$ cat src/rtl/wdt_pkg.sv
package wdt_pkg;

    localparam int RATIO_W = 3;
    localparam int PSC_W   = (1 << RATIO_W) - 1;
    localparam int FLAG_W  = 8 - RATIO_W;

    localparam logic [FLAG_W-1:0]  FLAG_RST  = 5'b10000;
    localparam logic [RATIO_W-1:0] RATIO_RST = 3'b111;

    typedef struct packed {
        logic [FLAG_W-1:0]  flags;
        logic [RATIO_W-1:0] ratio;
    } ctl_reg_t;

    typedef enum logic {
        SRC_OSC = 1'b0,
        SRC_SYS = 1'b1
    } tick_src_t;

    // Terminal prescaler count for a ratio code: 2^code - 1
    function automatic logic [PSC_W-1:0] psc_limit(input logic [RATIO_W-1:0] code);
        logic [PSC_W:0] one_hot;
        one_hot       = '0;
        one_hot[code] = 1'b1;
        return PSC_W'(one_hot - 1'b1);
    endfunction

endpackage

$ cat src/rtl/wdt_clear_ctrl.sv
module wdt_clear_ctrl (
    input  logic clk,
    input  logic rst,
    input  logic ext_rst_n,
    input  logic pair_mode,
    input  logic clr_any,
    input  logic clr_one,
    input  logic clr_two,
    input  logic halt_enter,
    output logic sw_clr,
    output logic wipe
);
    logic pend_one, pend_two;
    logic got_one, got_two;

    always_comb begin
        got_one = pend_one | clr_one;
        got_two = pend_two | clr_two;
        sw_clr  = pair_mode ? (got_one & got_two) : clr_any;
        wipe    = sw_clr | halt_enter | ~ext_rst_n;
    end

    always_ff @(posedge clk) begin
        if (rst || !ext_rst_n || !pair_mode || sw_clr) begin
            pend_one <= 1'b0;
            pend_two <= 1'b0;
        end else begin
            pend_one <= got_one;
            pend_two <= got_two;
        end
    end
endmodule

$ cat src/rtl/wdt_prescaler.sv
module wdt_prescaler
    import wdt_pkg::*;
(
    input  logic               clk,
    input  logic               rst,
    input  logic               tick,
    input  logic               wipe,
    input  logic [RATIO_W-1:0] ratio_req,
    output logic               pulse
);
    logic [RATIO_W-1:0] ratio_act;
    logic [PSC_W-1:0]   psc;
    logic [PSC_W-1:0]   lim;

    always_comb begin
        lim   = psc_limit(ratio_act);
        pulse = tick && !wipe && (psc == lim);
    end

    always_ff @(posedge clk) begin
        if (rst || wipe) begin
            psc       <= '0;
            ratio_act <= ratio_req;
        end else if (tick) begin
            if (psc == lim) psc <= '0;
            else            psc <= psc + 1'b1;
        end
    end
endmodule

$ cat src/rtl/wdt_counter.sv
module wdt_counter #(
    parameter int WD_W = 8
) (
    input  logic clk,
    input  logic rst,
    input  logic wipe,
    input  logic pulse,
    output logic wrap
);
    logic [WD_W-1:0] cnt;

    always_comb wrap = pulse && !wipe && (cnt == '1);

    always_ff @(posedge clk) begin
        if (rst || wipe) cnt <= '0;
        else if (pulse)  cnt <= cnt + 1'b1;
    end
endmodule

$ cat src/rtl/wdt_core.sv
module wdt_core
    import wdt_pkg::*;
#(
    parameter int WD_W = 8
) (
    input  logic       clk,
    input  logic       rst,
    input  logic       tick_osc,
    input  logic       tick_sys,
    input  logic       src_sel,
    input  logic       ext_rst_n,
    input  logic       pair_mode,
    input  logic       clr_any,
    input  logic       clr_one,
    input  logic       clr_two,
    input  logic       halt_enter,
    input  logic       halted,
    input  logic       reg_we,
    input  logic [7:0] reg_wdata,
    output logic [7:0] reg_rdata,
    output logic       chip_rst_req,
    output logic       warm_rst_req,
    output logic       to_flag
);
    ctl_reg_t ctl;
    logic     tick_sel;
    logic     sw_clr, wipe;
    logic     presc_pulse;
    logic     wrap;

    always_ff @(posedge clk) begin
        if (rst)         ctl <= '{flags: FLAG_RST, ratio: RATIO_RST};
        else if (reg_we) ctl <= ctl_reg_t'(reg_wdata);
    end
    assign reg_rdata = ctl;

    always_comb tick_sel = (tick_src_t'(src_sel) == SRC_SYS) ? tick_sys : tick_osc;

    wdt_clear_ctrl i_clear (
        .clk        (clk),
        .rst        (rst),
        .ext_rst_n  (ext_rst_n),
        .pair_mode  (pair_mode),
        .clr_any    (clr_any),
        .clr_one    (clr_one),
        .clr_two    (clr_two),
        .halt_enter (halt_enter),
        .sw_clr     (sw_clr),
        .wipe       (wipe)
    );

    wdt_prescaler i_presc (
        .clk       (clk),
        .rst       (rst),
        .tick      (tick_sel),
        .wipe      (wipe),
        .ratio_req (ctl.ratio),
        .pulse     (presc_pulse)
    );

    wdt_counter #(.WD_W(WD_W)) i_cnt (
        .clk   (clk),
        .rst   (rst),
        .wipe  (wipe),
        .pulse (presc_pulse),
        .wrap  (wrap)
    );

    always_ff @(posedge clk) begin
        if (rst) begin
            chip_rst_req <= 1'b0;
            warm_rst_req <= 1'b0;
            to_flag      <= 1'b0;
        end else begin
            chip_rst_req <= wrap && !halted;
            warm_rst_req <= wrap && halted;
            if (wrap && !halted)          to_flag <= 1'b1;
            else if (sw_clr || halt_enter) to_flag <= 1'b0;
        end
    end
endmodule

$ cat config.mk
export PLATFORM = sky130hd
export DESIGN_NAME = wdt_core
export DESIGN_NICKNAME = d
export VERILOG_FILES = /design/src/rtl/wdt_pkg.sv /design/src/rtl/wdt_clear_ctrl.sv /design/src/rtl/wdt_prescaler.sv /design/src/rtl/wdt_counter.sv /design/src/rtl/wdt_core.sv
export SDC_FILE = /design/constraint.sdc
export NUM_CORES = 1
export LEC_CHECK = 0
export ABC_AREA = 1
export CAP_MARGIN = 20
export CORE_MARGIN = 8
export CORE_UTILIZATION = 50
export DETAILED_ROUTE_END_ITERATION = 8
export GPL_TIMING_DRIVEN = 1
export HOLD_SLACK_MARGIN = 0.12
export PLACE_DENSITY = 0.84
export SLEW_MARGIN = 25
export SYNTH_ARGS = -nofsm -noshare
export SYNTH_HDL_FRONTEND = slang
export SYNTH_SLANG_ARGS = --single-unit
$ cat constraint.sdc
create_clock -name clk -period 1.8 [get_ports clk]
set_input_delay 0.45 -clock clk [delete_from_list [all_inputs] [get_ports clk]]
set_output_delay 0.45 -clock clk [all_outputs]
set_load 0.005 [all_outputs]
# Word level (Yosys, flattened, before mapping)
# Index checks and enable logic that the tools add are counted.
# Widths: inputs -> output; s select.
[word_totals]
reg_bits = 31
in_bits = 21
output_inout_bits = 11
word_cells = 47
[op_classes]
add_sub_neg = 3
magnitude_cmp = 2
n_eq_ne = 2
n_mux = 7
bitwise_logic = 6
reduce_logical = 17
[ops]
columns = ["op", "count"]
rows = [
  ["$add 8x1->8 const B", 1],
  ["$eq 8x8->1 const B", 1],
  ["$add 7x1->7 const B", 1],
  ["$eq 7x7->1", 1],
  ["$logic_and 1x1->1", 7],
  ["$mux 7", 1],
  ["$sub 7x1->7 const B", 1],
  ["$logic_or 1x1->1", 5],
  ["$mux 1", 5],
  ["$logic_not 1->1", 4],
  ["$lt 3x4->1 const B", 1],
  ["$or 1x1->1", 4],
  ["$demux 1 s3", 1],
  ["$ge 3x1->1 const B", 1],
  ["$reduce_bool 2->1", 1],
  ["$and 1x1->1", 1],
  ["$not 1->1", 1],
]

# Logic depth before layout (Yosys ltp)
# Gate-level depths: netlist of run 1.
[logic_depth]
word_depth = 12
mapped_depth = 11
depth_no_buf = 10

# Hierarchy
# From an unflattened synthesis of run 1, not the netlist that was laid out.
[hier_totals]
cells_unflattened = 212
area_unflattened_um2 = 1512.7
[by_module_without_submodules]
columns = ["module", "n_inst", "cells_per_inst", "area_per_inst_um2", "seq_area_each_um2"]
rows = [
  ["wdt_prescaler", 1, 77, 581.8, 230.2],
  ["wdt_core", 1, 59, 415.4, 220.2],
  ["wdt_counter", 1, 50, 375.4, 160.2],
  ["wdt_clear_ctrl", 1, 26, 140.1, 40.0],
]

# Worst setup path before layout of run 1
# OpenSTA, ideal clock, no wires.
[synth_timing]
path_type = "in2reg"
startpoint = "in tick_osc"
endpoint = "reg i_cnt.cnt[2]"
setup_time_ns = 0.126
t_arrival_ns = 1.356
required_ns = 1.674
slack_ns = 0.318
cell_stages = 7
n_path_buf = 0
cell_sequence = "inv_1 > o21ai_2 > inv_2 > nor3_2 > nand2_2 > nand2_1 > a21oi_1"
[synth_between]
elab_chain_len = 3
[synth_lines]
columns = ["element", "line_no", "source"]
rows = [
  ["from (decl)", "wdt_core.sv:8", "input logic tick_osc,"],
  ["$mux 1", "wdt_core.sv:37", "always_comb tick_sel = (tick_src_t'(src_sel) == SRC_SYS) ? tick_sys : tick_osc;"],
  ["$logic_and 1x1->1 (2 in series)", "wdt_prescaler.sv:17", "pulse = tick && !wipe && (psc == lim);"],
  ["to (signal assigned)", "wdt_counter.sv:16", "else if (pulse) cnt <= cnt + 1'b1;"],
  ["to (decl)", "wdt_counter.sv:10", "logic [WD_W-1:0] cnt;"],
]
# No other way between the ends.
# A chain may end at the register's enable or synchronous reset.

# Worst setup path after layout of run 1
[layout_timing]
startpoint = "reg i_presc.ratio_act[2]"
endpoint = "reg i_cnt.cnt[3]"
[layout_between]
elab_chain_len = 7
word_cells_on_any_way = 8
cone_classes = "add/sub: 1; order compare: 2; eq/ne: 1; mux: 2; reduce/logical: 2"
[layout_lines]
columns = ["element", "line_no", "source"]
rows = [
  ["from (decl)", "wdt_prescaler.sv:11", "logic [RATIO_W-1:0] ratio_act;"],
  ["from (signal assigned)", "wdt_prescaler.sv:23", "ratio_act <= ratio_req;"],
  ["$lt 3x4->1 (not written as such) / $ge 3x1->1 (equally long branches)", "wdt_pkg.sv:24", "one_hot[code] = 1'b1;"],
  ["$logic_and 1x1->1 (not written as such)", "wdt_pkg.sv:24", ""],
  ["$mux 1 (not written as such)", "wdt_pkg.sv:24", ""],
  ["$demux 1 s3 (*)", "--", ""],
  ["$sub 7x1->7 (*)", "wdt_pkg.sv:25", "return PSC_W'(one_hot - 1'b1);"],
  ["$eq 7x7->1 (*)", "wdt_prescaler.sv:17", ""],
  ["$logic_and 1x1->1 (*)", "wdt_prescaler.sv:17", ""],
]
# Every way passes the cells marked *; elsewhere a longest branch is shown, timed or not.

==> results.yml, run 1 <==
run_status:
  outcome: "finished clean"
setup_path:
  endpoint_kind: "register"
  path_max_fanout: 7
  cp-start-kind: "register"
  r2r_start: "i_presc.ratio_act[2]"
  crit_required_ns: 2.02
  critPathLaunch: "i_presc.ratio_act[2]"
  worstPathArrival_ns: 1.90
  worstSetupPathType: "reg -> reg"
global_route:
  grt_usage: 0.143
  grt_pass1_vias: 1359
  grt_pass1_wl_mm: 5.91
  grt_max_degree: 12
  antenna_found_initial: 0
  gr-total-overflow: 0
final_layout:
  nNetsFinal: 284
  syn2layout_area_growth_pct: 30.5
  n_antenna_cell: 0
  utilization: 0.676
  drive_gt1_frac: 0.118
  final_area_um2: 2030
  regArea_um2: 651
  multi_input_comb_area_um2: 771
  fillers: 261
  finalNonFillerCells: 295
run:
  maxCapViolCount: 0
synthesis:
  synth_xor_area_frac: 0.0450
  yosys.area_share.simple: 0.363
  synth_area_um2: 1560
  ys_ff_latch: 31
  synth.avg_cell_area_um2: 7.14
  syn_nets: 241
  post-synth-top-area-cell: "dfxtp_1"
  synth.top_cells.by_count: "56 x nand2_1, 30 x inv_1, 28 x dfxtp_1, 24 x nand3_1, 22 x nor2_1"
  ys_async_sr_fraction: 0
  synth_edf_count: 3
  yosysWarnings: 0
  synthMuxAreaShare: 0
  syn_inst: 218
  seq_area_frac_synth: 0.418
  synth_fa_ha_area_frac: 0.0161
  synthTopCellsByArea: "dfxtp_1 36%, nand2_1 14%, nand3_1 7.7%, inv_1 7.2%, edfxtp_1 5.8%"
  synthDistinctLibCells: 23
  synth-compound-area-share: 0.0659
  synthFlopType: "dfxtp_1"
  synth_top_family_by_area: "simple AND/OR/NAND/NOR gates"
  yosys.cell_count.top_type: "nand2_1"
  synth_top_area_frac: 0.360
clock_network:
  clk_pin_slew_ns: 0.10
  cts_tree: "yes"
  clockBufferDepth: 2
  cts_max_level: 2
  cts_made_buffers: 5
  cts_hold_buf: 0
  clk_latency_ns: 0.34
  cts_sinks: 31
  root_buffer: "clkbuf_4"
routing:
  first_iter_violations: 50
  drt-pass1-iter-count: 4
  wire_per_inst_um: 12.3
  wl_mm: 3.62
  viasPerCell: 5.04
  vias: 1488
  detail-route-antenna-nets: 0
  drc_errors: 0
timing:
  slew_violations: 0
  setup_slack_ns: 0.122
  setup_viol: 0
  worst_pin_slew_ns: 0.329
  fin_setup_tns_ns: 0
  max_freq_mhz: 596
  min_period_over_period: 0.932
  relSlewSlack: 0.781
  hold_ws_ns: 0.465
  skew_ns: 0.0111
  min_period_ns: 1.68
  grt_setup_unrepaired: "no"
  hold_violations: 0
die:
  core_um2: 3000
  die_w_um: 71.8
  placementRows: 20
  start_util: 0.518
  io_pins: 32
  die_area_um2: 5150
  die_h_um: 71.8
power:
  ir_worst_vdd_uv: 426
  comb_power_share: 0.132
  p_switching_mw: 0.338
  sw_frac_of_total: 0.245
  p_clk_frac: 0.338
  p_total_mw: 1.38
  p_int_mw: 1.04
  p_seq_frac: 0.530
  p_leak_nw: 0.855
  powerDensity_nw_per_um2: 680
worst_hold_path:
  hold_path_class: "reg -> reg"
  min-delay-start: "reg_rdata[2]"
placement:
  place_ws_ns: -0.156
  gp_congestion: 0.835
  io_buffers: 31
  dpl.cell_count: 285
  placed_area_um2: 1930
  place_hpwl_mm: 2.79
## layout by cell type (no fill, tap or decap)
cell type and n:
nor3_2 2, clkbuf_4 5, dlymetal6s2s_1 1, dfxtp_1 28
nand4_1 5, xnor2_1 2, edfxtp_1 3, nand3_1 24
nor2_4 4, o21ai_1 1, o21ai_4 1, clkdlybuf4s50_1 31
nand3_2 1, ha_1 2, o21ai_2 1, buf_4 7
nor2_1 22, xor2_1 6, clkbuf_1 1, inv_2 3
nor3_1 3, nand2_1 56, o21ai_0 7, clkbuf_8 2
inv_1 30, nor2_2 2, a21oi_1 9, nand2_2 3
## final cells by class
class / count / share of cell area
timing repair buffer: 39 / 0.185
sequential: 31 / 0.320
tap: 33 / 0.0203
multi-input combinational: 151 / 0.380
inverter: 33 / 0.0610
clock buffer: 8 / 0.0339
## worst max-delay path, cell delays in order (launching register included)
cell,delay [ns]
edfxtp_1,0.41
buf_4,0.17
nor2_2,0.14
nand2_1,0.06
nand2_1,0.07
nand2_2,0.06
nor2_4,0.10
nand2_2,0.07
nor2_4,0.17
nand2_2,0.13
nand2_1,0.10
a21oi_1,0.07
## worst paths after layout
check / endpoint / slack [ns] / depth (start not counted)
setup / recovery: i_cnt.cnt[3] / 0.12 / 11
hold / removal: i_presc.ratio_act[2] / 0.46 / 0
setup reg to reg: i_cnt.cnt[3] / 0.12 / 11
hold reg to reg: i_presc.ratio_act[2] / 0.46 / 0
## logic make-up after synthesis
kind of cell | Yosys count
and+or+nand+nor | 122
buffers and inverters | 36
DFF | 31
AOI/OAI and AO/OA | 19
xor gates and xnor gates | 8
adders and majority gates | 2
## power groups by stage
| stage | clock (mW) | combinational, mW | sequential [mW] |
|---|---|---|---|
| floorplan | 0 | 0.0850 | 0.745 |
| global placement | 0 | 0.168 | 0.750 |
| detailed placement | 0 | 0.173 | 0.750 |
| CTS | 0.473 | 0.173 | 0.734 |
| global route | 0.503 | 0.202 | 0.734 |
| finish | 0.467 | 0.182 | 0.731 |
## repair_timing
action / CTS / global route
buffers inserted: 0 / 2
resized for setup: 0 / 1
setup endpoints to repair: 0 / 2
## routing by layer
layer	global-route usage	wire, um
met1	0.158	1530
met5	0	0
met4	0.0408	31
met3	0.0614	237
met2	0.242	1820
## flip-flops by register name (all words and copies together), names as in the netlist
register and count:
i_clear.pend_one 1, chip_rst_req 1, i_clear.pend_two 1, warm_rst_req 1
i_presc.ratio_act 3, i_presc.psc 7, i_cnt.cnt 8, reg_rdata 8
to_flag 1
(Power assumes the default switching activity.)
==> run 2: changes to the inputs <==
--- a/config.mk
+++ b/config.mk
@@ -10,9 +10,11 @@
 export CORE_MARGIN = 8
 export CORE_UTILIZATION = 50
 export DETAILED_ROUTE_END_ITERATION = 8
+export GPL_ROUTABILITY_DRIVEN = 0
 export GPL_TIMING_DRIVEN = 1
 export HOLD_SLACK_MARGIN = 0.12
 export PLACE_DENSITY = 0.84
+export REMOVE_ABC_BUFFERS = 1
 export SLEW_MARGIN = 25
 export SYNTH_ARGS = -nofsm -noshare
 export SYNTH_HDL_FRONTEND = slang
==> run 2 against run 1 <==
Against the previous run:
- total power shrank 5.4%
- highest routed layer unchanged
- clock power shrank 15%
- wire length shrank 7.9%
- worst hold slack lost 0.0040 ns
- critical path depth shrank 10
==> results.yml, run 2 (synthesis results as in run 1) <==
clock_network:
  clk_pin_slew_ns: 0.10
  cts_hold_buf: 0
  cts_made_buffers: 5
  postCtsSetupRepairBufs: 0
  cts_tree: "yes"
  clockBufferDepth: 2
  cts_sinks: 31
  root_buffer: "clkbuf_4"
  cts_max_level: 2
  cts.repair.resized: 0
  clk_latency_ns: 0.34
timing:
  fin_setup_tns_ns: 0
  relSlewSlack: 0.784
  hold_ws_ns: 0.461
  hold_violations: 0
  setup_viol: 0
  setup_slack_ns: 0.115
  min_period_over_period: 0.936
  max_freq_mhz: 593
  skew_ns: 0.00946
  min_period_ns: 1.69
  grt_setup_unrepaired: "no"
  worst_pin_slew_ns: 0.324
  slew_violations: 0
routing:
  wl_mm: 3.33
  detail-route-antenna-nets: 0
  vias: 1464
  drt-pass1-iter-count: 4
  wire_per_inst_um: 11.3
  drc_errors: 0
  first_iter_violations: 78
  viasPerCell: 4.96
placement:
  io_buffers: 31
  place_ws_ns: -0.151
  place_hpwl_mm: 2.69
  placed_area_um2: 1950
setup_path:
  crit_path_top_delay_cell: "clkdlybuf4s50_1"
  path_cells: "clkdlybuf4s50_1"
  worstPathArrival_ns: 1.24
  worst_path_largest_cell_delay_ns: 0.52
  path_depth: 1
  cp_num_buf_inv: 1
  path_delay_family: "buffers and inverters"
  worstSetupPathType: "reg -> out"
  endpoint_kind: "output pin"
  cp-start-kind: "register"
  worstRegToRegCells: 10
  path_max_fanout: 3
  crit_required_ns: 1.35
worst_hold_path:
  min_delay_path_depth: 2
  hold_path_class: "reg -> reg"
final_layout:
  layout_commonest_cell: "nand2_1"
  layout_common_cells: "56 x nand2_1, 31 x clkdlybuf4s50_1, 30 x inv_1, 28 x dfxtp_1, 24 x nand3_1"
  n_antenna_cell: 0
  syn2layout_area_growth_pct: 28.9
  drive_gt1_frac: 0.126
  fillers: 271
  final_area_um2: 2010
  nNetsFinal: 284
run_status:
  outcome: "finished clean"
power:
  p_clk_frac: 0.306
  p_leak_nw: 0.838
  p_total_mw: 1.31
  powerDensity_nw_per_um2: 650
  p_seq_frac: 0.563
  comb_power_share: 0.132
  ir_worst_vdd_uv: 473
  p_int_mw: 0.958
  p_switching_mw: 0.347
  sw_frac_of_total: 0.266
die:
  die_w_um: 71.8
  placementRows: 20
  io_pins: 32
  start_util: 0.518
  die_h_um: 71.8
  core_um2: 3000
  die_area_um2: 5150
global_route:
  grt_pass1_wl_mm: 5.62
  grt_usage: 0.136
  grt_pass1_vias: 1369
  antenna_found_initial: 0
  grt_max_degree: 12
  gr-total-overflow: 0
run:
  maxCapViolCount: 0
## run 2: changes by cell type in the layout (fill, tap and decap cells not counted)
cell | before | now
o21ai_4 | 1 | 0
dlymetal6s2s_1 | 1 | 0
clkinv_2 | 0 | 1
clkbuf_8 | 2 | 0
clkbuf_1 | 1 | 0
o21ai_2 | 1 | 2
clkinvlp_4 | 0 | 2
buf_4 | 7 | 8
## run 2: metal layers
| layer | track usage | routed length [um] | up-vias |
|---|---|---|---|
| li1 | - | - | 776 |
| met1 | 0.132 | 1330 | 648 |
| met2 | 0.232 | 1630 | 33 |
| met3 | 0.0781 | 323 | 7 |
| met4 | 0.0590 | 51 | 0 |
| met5 | 0 | 0 | - |
## run 2: cell type report
type | instances | area, um2 | area share
repair buffers | 39 | 370 | 0.185
clock buffers | 5 | 37.5 | 0.0187
clock inverters | 3 | 20.0 | 0.00998
flip-flops and latches | 31 | 651 | 0.324
well taps | 33 | 41.3 | 0.0206
multi-input cells | 151 | 763 | 0.380
inverters | 33 | 124 | 0.0617
## run 2: tightest hold or removal path, cell delays in order, from the launching register on
cell and delay [ns]:
dfxtp_1 0.31, inv_1 0.06, a21oi_1 0.06
## run 2: power groups by stage
stage	clock (mW)	combinational [mW]	sequential [mW]
floorplan	0	0.0759	0.748
global placement	0	0.171	0.750
detailed placement	0	0.174	0.751
CTS	0.415	0.174	0.735
global route	0.441	0.191	0.738
finish	0.399	0.172	0.735
## run 2: through the flow
step	std cells	utilization
after floorplan	215	-
after global placement	287	0.649
after detailed placement	287	0.649
after CTS	295	0.668
after global routing	295	0.668
final	295	0.668
## run 2: path summary, 6_finish.rpt
path	start	end	slack, ns
min reg2reg	i_clear.pend_one	i_clear.pend_one	0.46
min	i_clear.pend_one	i_clear.pend_one	0.46
max	reg_rdata[0]	reg_rdata[0]	0.11
max reg2reg	i_presc.ratio_act[2]	i_cnt.cnt[6]	0.14
==> run 3: changes to the inputs <==
--- a/config.mk
+++ b/config.mk
@@ -7,13 +7,15 @@
 export LEC_CHECK = 0
 export ABC_AREA = 1
 export CAP_MARGIN = 20
+export CELL_PAD_IN_SITES_DETAIL_PLACEMENT = 0
+export CELL_PAD_IN_SITES_GLOBAL_PLACEMENT = 1
 export CORE_MARGIN = 8
-export CORE_UTILIZATION = 50
+export CORE_UTILIZATION = 32
 export DETAILED_ROUTE_END_ITERATION = 8
 export GPL_ROUTABILITY_DRIVEN = 0
 export GPL_TIMING_DRIVEN = 1
 export HOLD_SLACK_MARGIN = 0.12
-export PLACE_DENSITY = 0.84
+export PLACE_DENSITY = 0.8
 export REMOVE_ABC_BUFFERS = 1
 export SLEW_MARGIN = 25
 export SYNTH_ARGS = -nofsm -noshare
==> constraint.sdc (replaced) <==
create_clock -name clk -period 1.4 [get_ports clk]
set_input_delay 0.35 -clock clk [delete_from_list [all_inputs] [get_ports clk]]
set_output_delay 0.35 -clock clk [all_outputs]
set_load 0.005 [all_outputs]
==> run 3 against run 2 <==
Against the previous run:
- the run now ends with setup timing left
- die area grew 43%
- global-route usage shrank 2.8 points
- worst hold slack lost 0.0044 ns
- highest routed layer unchanged
==> results.yml, run 3 (synthesis results as in run 1) <==
run_status:
  outcome: "finished with violations"
  violations: "setup timing"
global_route:
  met3_usage: 0.0334
  grt_use_met2: 0.171
  grt_max_degree: 11
  antenna_found_initial: 0
  gr-total-overflow: 0
  grt_busiest_layer: "met2"
  use_met1: 0.124
  grt_pass1_wl_mm: 6.42
  grt_usage: 0.108
  grt_pass1_vias: 1493
setup_path:
  cp-start-kind: "register"
  critPathLaunch: "i_presc.ratio_act[1]"
  path_depth: 10
  r2r_slack_ns: -0.20
  crit_path_top_delay_cell: "edfxtp_1"
  r2r_end: "i_cnt.cnt[7]"
  worstPathArrival_ns: 1.77
  endpoint_kind: "register"
  worst_path_largest_cell_delay_ns: 0.53
  path_max_fanout: 7
  worstRegToRegCells: 10
  endpoint: "i_cnt.cnt[7]"
  worstSetupPathType: "reg -> reg"
  r2r_start: "i_presc.ratio_act[1]"
  path_cells: "nor2_4 -> nand2_1 -> nand2_1 -> nand2_2 -> nor2_4 -> nand2_2 -> nor2_4 -> nand2_4 -> nand2_2 -> a21oi_1"
  cp_num_buf_inv: 0
  path_delay_family: "simple AND/OR/NAND/NOR gates"
  crit_required_ns: 1.57
final_layout:
  nNetsFinal: 302
  fillers: 468
  n_antenna_cell: 0
  layout_commonest_cell: "nand2_1"
  multi_input_comb_area_um2: 851
  drive_gt1_frac: 0.250
  regArea_um2: 653
  layout_common_cells: "48 x nand2_1, 29 x inv_1, 26 x dfxtp_1"
  syn2layout_area_growth_pct: 49.8
  finalNonFillerCells: 347
power:
  p_total_mw: 2.00
  ir_worst_vdd_uv: 557
  powerDensity_nw_per_um2: 856
  p_leak_nw: 1.01
routing:
  drc_errors: 0
  detail-route-antenna-nets: 0
  drt-pass1-iter-count: 4
  vias: 1524
  first_iter_violations: 33
  wire_per_inst_um: 10.7
  viasPerCell: 4.39
  wl_mm: 3.72
clock_network:
  clk_latency_ns: 0.28
  cts_max_level: 2
  cts_tree: "yes"
  cts_hold_buf: 0
  clk_pin_slew_ns: 0.07
  clockBufferDepth: 2
  cts_sinks: 31
  root_buffer: "clkbuf_8"
  cts_made_buffers: 5
die:
  die_area_um2: 7350
  start_util: 0.330
  die_w_um: 85.7
  placementRows: 25
  io_pins: 32
  die_h_um: 85.7
  core_um2: 4720
timing:
  setup_viol: 18
  grt_setup_unrepaired: "yes"
  min_period_over_period: 1.14
  slew_violations: 0
  fin_setup_tns_ns: -2.79
  skew_ns: 0.0100
  max_freq_mhz: 625
  hold_ws_ns: 0.456
  setup_slack_ns: -0.200
  hold_violations: 0
  min_period_ns: 1.60
  relSlewSlack: 0.791
  worst_pin_slew_ns: 0.313
placement:
  place_ws_ns: -0.478
  dpl.cell_count: 335
  place_hpwl_mm: 2.80
  io_buffers: 31
worst_hold_path:
  hold_path_class: "reg -> reg"
  min-delay-start: "reg_rdata[7]"
run:
  maxCapViolCount: 0
==> run 3: cell count changes in the layout (fill, tap and decap cells not counted), moves of 7 or more <==
cell / change
buf_4: +12
clkbuf_8: +7
clkdlybuf4s50_1: -12
dlygate4sd2_1: +12
nand2_1: -8
nand2_2: +7
==> run 3: worst register-to-register path, stage by stage, from the launching register on <==
cell and delay, ns:
edfxtp_1 0.53, nor2_4 0.17, nand2_1 0.06, nand2_1 0.07, nand2_2 0.06, nor2_4 0.10, nand2_2 0.07, nor2_4 0.20
nand2_4 0.12, nand2_2 0.07, a21oi_1 0.05
==> run 3: how the worst min path moves through the flow <==
stage                     cells past startpoint  slack, ns                   end
after floorplan                               2       0.43      i_clear.pend_one
after global placement                        2       0.44          reg_rdata[7]
after detailed placement                      2       0.44          reg_rdata[7]
after CTS                                     0       0.45  i_presc.ratio_act[0]
after global routing                          0       0.46  i_presc.ratio_act[1]
final                                         2       0.46          reg_rdata[7]
==> run 3: repair_timing <==
| item | in CTS | in global routing |
|---|---|---|
| setup buffers | 3 | 1 |
| gates cloned | 0 | 1 |
| gates resized for setup | 29 | 15 |
| pin swaps | 6 | 7 |
| setup endpoints to repair | 32 | 21 |
==> run 3: routing by layer <==
layer,part of all wire,vias to the layer above
li1,-,809
met1,0.45,664
met2,0.46,42
met3,0.056,9
met4,0.032,0
met5,0,-
==> run 3: per-stage QoR <==
step / utilization / area (um2)
after floorplan: - / 1540
after global placement: 0.447 / 2110
after CTS: 0.481 / 2270
after detailed placement: 0.447 / 2110
final: 0.494 / 2330
after global routing: 0.494 / 2330
==> run 3: final cells by class <==
cell class,instances,area share
Timing Repair inverter,1,0.00268
Clock buffer,7,0.0413
Inverter,33,0.0563
Timing Repair Buffer,56,0.216
Tap cell,67,0.0359
Multi-Input combinational cell,151,0.365
Clock inverter,1,0.00322
Sequential cell,31,0.280
==> run 3: where the power goes <==
part	switching, mW	internal (mW)
Sequential	0.0205	0.923
Combinational	0.124	0.137
Clock	0.346	0.447
